### config.mk
export PLATFORM = sky130hd
export DESIGN_NAME = alu_bitslice_top
export DESIGN_NICKNAME = d
export VERILOG_FILES = /design/src/rtl/alu_pkg.sv /design/src/rtl/alu_slice.sv /design/src/rtl/alu_decode.sv /design/src/rtl/alu_chain.sv /design/src/rtl/alu_flags.sv /design/src/rtl/alu_bitslice_top.sv
export SDC_FILE = /design/constraint.sdc
export NUM_CORES = 1
export LEC_CHECK = 0
export BUFFER_PORTS_ARGS = -buffer_cell sky130_fd_sc_hd__buf_2
export CAP_MARGIN = 20
export CORE_MARGIN = 1
export CORE_UTILIZATION = 53
export DETAILED_ROUTE_END_ITERATION = 6
export GPL_TIMING_DRIVEN = 0
export PLACE_DENSITY = 0.95
export SETUP_SLACK_MARGIN = 0.02
export SLEW_MARGIN = 20
export SYNTH_ARGS = -nofsm -noshare
export SYNTH_HDL_FRONTEND = slang
export SYNTH_SLANG_ARGS = --single-unit
### constraint.sdc
create_clock -name vclk -period 47.4
set_clock_uncertainty 0.1 [all_clocks]
set_input_delay 4.74 -clock vclk [all_inputs]
set_output_delay 4.74 -clock vclk [all_outputs]
set_load 0.005 [all_outputs]
### src/rtl/alu_pkg.sv
package alu_pkg;
    typedef enum logic [2:0] {
        OP_AND = 3'b000,
        OP_OR  = 3'b001,
        OP_ADD = 3'b010,
        OP_SUB = 3'b110
    } alu_op_e;

    typedef enum logic [1:0] {
        SEL_AND  = 2'd0,
        SEL_OR   = 2'd1,
        SEL_SUM  = 2'd2,
        SEL_ZERO = 2'd3
    } slice_sel_e;
endpackage

### src/rtl/alu_slice.sv
module alu_slice
    import alu_pkg::*;
(
    input  logic       a_i,
    input  logic       b_i,
    input  logic       cin_i,
    input  logic       binv_i,
    input  slice_sel_e sel_i,
    output logic       res_o,
    output logic       cout_o
);
    logic b_eff;
    logic sum;

    always_comb begin
        b_eff  = b_i ^ binv_i;
        sum    = a_i ^ b_eff ^ cin_i;
        cout_o = (a_i & b_eff) | (a_i & cin_i) | (b_eff & cin_i);
        unique case (sel_i)
            SEL_AND: res_o = a_i & b_i;
            SEL_OR:  res_o = a_i | b_i;
            SEL_SUM: res_o = sum;
            default: res_o = 1'b0;
        endcase
    end
endmodule

### src/rtl/alu_decode.sv
module alu_decode
    import alu_pkg::*;
(
    input  logic [2:0] op_i,
    output slice_sel_e sel_o,
    output logic       binv_o,
    output logic       arith_o
);
    always_comb begin
        sel_o   = SEL_ZERO;
        binv_o  = 1'b0;
        arith_o = 1'b0;
        unique case (op_i)
            OP_AND: sel_o = SEL_AND;
            OP_OR:  sel_o = SEL_OR;
            OP_ADD: begin
                sel_o   = SEL_SUM;
                arith_o = 1'b1;
            end
            OP_SUB: begin
                sel_o   = SEL_SUM;
                binv_o  = 1'b1;
                arith_o = 1'b1;
            end
            default: sel_o = SEL_ZERO;
        endcase
    end
endmodule

### src/rtl/alu_chain.sv
module alu_chain
    import alu_pkg::*;
#(
    parameter int WIDTH = 32
) (
    input  logic [WIDTH-1:0] a_i,
    input  logic [WIDTH-1:0] b_i,
    input  logic             binv_i,
    input  slice_sel_e       sel_i,
    output logic [WIDTH-1:0] res_o,
    output logic             c_msb_in_o,
    output logic             c_msb_out_o
);
    localparam int MSB = WIDTH - 1;

    logic [WIDTH:0] carry;

    // The carry into bit 0 supplies the +1 of the two's-complement negate.
    assign carry[0] = binv_i;

    for (genvar i = 0; i < WIDTH; i++) begin : g_slice
        alu_slice u_slice (
            .a_i   (a_i[i]),
            .b_i   (b_i[i]),
            .cin_i (carry[i]),
            .binv_i(binv_i),
            .sel_i (sel_i),
            .res_o (res_o[i]),
            .cout_o(carry[i+1])
        );
    end

    assign c_msb_in_o  = carry[MSB];
    assign c_msb_out_o = carry[WIDTH];
endmodule

### src/rtl/alu_flags.sv
module alu_flags #(
    parameter int WIDTH = 32
) (
    input  logic [WIDTH-1:0] res_i,
    input  logic             arith_i,
    input  logic             unsigned_i,
    input  logic             c_msb_in_i,
    input  logic             c_msb_out_i,
    output logic             carry_o,
    output logic             ovf_o,
    output logic             zero_o,
    output logic             trap_o
);
    always_comb begin
        carry_o = arith_i & c_msb_out_i;
        // A signed result leaves its range when the carry into the sign bit differs from the carry out of it.
        ovf_o   = arith_i & (c_msb_in_i ^ c_msb_out_i);
        trap_o  = ovf_o & ~unsigned_i;
        zero_o  = ~|res_i;
    end
endmodule

### src/rtl/alu_bitslice_top.sv
module alu_bitslice_top
    import alu_pkg::*;
#(
    parameter int WIDTH = 32
) (
    input  logic [2:0]       op_i,
    input  logic             unsigned_i,
    input  logic [WIDTH-1:0] a_i,
    input  logic [WIDTH-1:0] b_i,
    output logic [WIDTH-1:0] res_o,
    output logic             carry_o,
    output logic             ovf_o,
    output logic             zero_o,
    output logic             trap_o
);
    slice_sel_e sel;
    logic       binv;
    logic       arith;
    logic       c_msb_in;
    logic       c_msb_out;

    alu_decode u_decode (
        .op_i   (op_i),
        .sel_o  (sel),
        .binv_o (binv),
        .arith_o(arith)
    );

    alu_chain #(.WIDTH(WIDTH)) u_chain (
        .a_i        (a_i),
        .b_i        (b_i),
        .binv_i     (binv),
        .sel_i      (sel),
        .res_o      (res_o),
        .c_msb_in_o (c_msb_in),
        .c_msb_out_o(c_msb_out)
    );

    alu_flags #(.WIDTH(WIDTH)) u_flags (
        .res_i      (res_o),
        .arith_i    (arith),
        .unsigned_i (unsigned_i),
        .c_msb_in_i (c_msb_in),
        .c_msb_out_i(c_msb_out),
        .carry_o    (carry_o),
        .ovf_o      (ovf_o),
        .zero_o     (zero_o),
        .trap_o     (trap_o)
    );
endmodule

==> key figures <==
Outcome
  • Status: finished clean

Die
  • Total Die Area: between 0.004 and 0.005 sq mm
  • Chip width: approximately 64 microns
  • Initial Util: between 50% and 60%
  • Total core area: between 0.003 and 0.004 sq mm
  • Die outline height: 63.96 microns
  • Num ports: ~100
  • # rows: 22

GRT
  • Total Routing Usage GR: about 26%
  • Largest net degree at the start of global routing: 11
  • First-pass GRT wire length: slightly above 8 mm
  • Initial antenna violation count: 0
  • Vias in the first global route: about 1,900
  • GRT overflow: 0

Power
  • Switching Fraction: a little under half
  • Clock share of power: 0%
  • Internal: just under 0.00002 W
  • Max IR drop VDD: between 7 and 8 uV
  • Pwr Total: between 0.00003 and 0.00004 W
  • Comb power frac: 100.0%
  • Switch Pwr: approximately 0.000016 W
  • Power Density: 13.71 mW/mm^2
  • Leakage: 1.242 nW
  • Flop pwr share: 0%

Finish
  • Clkbuf count: 0
  • Seq cells: 0
  • Net count, final: 410
  • Area grow syn2layout: 28.29%
  • Share of layout cells above drive strength 1: a little over 50%
  • ANT cells: 0
  • Storage cell area: 0 sq um
  • Final instance area: approximately 0.0026 sq mm

Worst setup path
  • Cell mode on critical path: fa_1
  • Slowest cell on crit path: fa_1
  • Required @ worst endpoint: ~43,000 ps
  • CP Class: input pin to primary output
  • Crit. Startpoint: op_i[0]
  • Worst setup EP type: primary output
  • Worst Setup Start Kind: input pin
  • Worst-path maximum fanout: 10
  • CP max stage delay: approximately 450 ps
  • Worst EP arrival: approximately 20,000 ps

Logic synthesis
  • Mapped Cells: ~200
  • Synth Area in Compound Gates: approximately 14%
  • Adder-Cell Fraction of Synth Area: 47.42%
  • Simple-gate share of the synthesized area: around 7.2%
  • Mapped Avg Cell Area: around 10 sq um
  • Mux share of post-synthesis cell area: 0%
  • Synth Area in XOR/XNOR: ~14%
  • Synth cell types: 23
  • Syn Std Cell Area: roughly 0.0020 sq mm
  • Sequential area share after synthesis: 0%
  • Syn_nets: 305
  • Yosys warns: 0
  • Largest family of logic cells by synthesized area: adder cells

Clock network
  • Post-CTS setup buffer count: 0
  • CTS Hold Buffers Added: 0
  • PostCTS Resize Cnt: 0

Drt
  • First-pass detailed-route iteration total: 4
  • DRC violations left: 0
  • Routed Antenna Nets: 0
  • Vias/cell: roughly 5.3
  • DR vias: ~1,900
  • DR iter-0 viols: between 100 and 150
  • Total routed wirelength: between 5 and 6 mm
  • DR WL/cell: about 14 microns

Placed design
  • Count of input and output buffers: roughly 100
  • Routability-driven placement congestion ratio: about 0.77
  • Dpl cell area: ~0.0026 sq mm
  • Dpl hpwl: about 4.4 mm
  • DP Worst Slack: about 23,000 ps

Timing
  • Part of the cycle the worst path needs: 51.72%
  • RSZ-0062 raised after global routing: false
  • Final setup viols: 0
  • Final setup TNS: 0 ps
  • Slew headroom: between 60% and 70%
  • Fmax: a little over 40 MHz
  • Endpoints failing hold: 0
  • Final period demand of the worst path: around 25,000 ps
  • Worst-Margin Slew: between 400 and 500 ps
  • Slew Limit Fails: 0
  • Worst setup margin: 22,880 ps

Run
  • Max-cap violations: 0

Worst hold path
  • Hold Path Class: input pin to primary output
  • Hold path start: unsigned_i
-- per-layer routing --
metal,global-route usage (%),routed length [microns],up-vias,share of wire (%)
li1,-,-,893,-
met1,31.95,2058,927,40
met2,48.80,2753,65,54
met3,1.964,285,4,5.6
met4,3.125,27,0,0.53
met5,0,0,-,0
-- worst paths after layout --
check                 slack, ps     end  cells past startpoint
worst max-delay path      22880  zero_o                     46
worst min-delay path       9630  trap_o                      3
-- through the flow --
stage          hold WS, ps  std cells  util (%)
2_1_floorplan         9416        204         -
4_1_cts               9622        355     71.29
3_5_place_dp          9622        355     71.29
3_3_place_gp          9606        355     71.29
6_report              9628        355     71.29
5_1_grt               9645        355     71.29
-- final cells by class --
cell class / count / area, sq um
Fill cell: 300 / 1051
Tap cell: 48 / 60.06
Inverter: 5 / 18.77
Buffer: 46 / 337.8
Timing Repair Buffer: 103 / 515.5
Multi-Input combinational cell: 153 / 1678
-- power groups by stage --
stage               clock (W)  sequential [W]  combinational [W]
finish                      0               0          0.0000358
floorplan                   0               0          0.0000238
CTS                         0               0          0.0000359
global route                0               0          0.0000398
global placement            0               0          0.0000343
detailed placement          0               0          0.0000359
-- logic make-up after synthesis --
logic type	after synthesis
adders and majority gates	64
buffers and inverters	51
AOI/OAI and AO/OA	34
xor gates and xnor gates	32
and+or+nand+nor	23
-- layout by cell type, fill, tap and decap left out, drive strengths merged --
master   instances
maj3            31
nand2            5
a21oi            1
fa              31
a22o            31
nor3             1
xor2             1
nand4bb          2
xnor2           31
clkbuf           3
inv              5
nor4             7
nand2b           1
buf            146
nor2             5
o21ai            2
nor2b            1
ha               2
and2             1
-- Yosys cell counts (2+ instances only) --
cell / number / area [sq um]
inv_1: 5 / 18.77
maj3_2: 7 / 78.83
nor4_2: 3 / 37.54
buf_4: 32 / 240.2
buf_6: 5 / 56.30
buf_2: 6 / 30.03
a22o_1: 31 / 271.5
nand2_1: 5 / 18.77
nand4bb_1: 2 / 22.52
o21ai_1: 2 / 10.01
maj3_1: 24 / 240.2
ha_1: 2 / 25.02
clkbuf_1: 3 / 11.26
nor4_1: 4 / 25.02
xnor2_1: 31 / 271.5
fa_1: 31 / 620.6
nor2_1: 5 / 18.77
-- worst max-delay path: cells and delay by family --
kind	cells	cell delay, ps
fa+ha+maj	31	12310
compound gates	1	250
xor+xnor	1	180
simple gates	5	980
buf+inv	8	1230
Note: power is estimated with default switching activity, not from simulation.
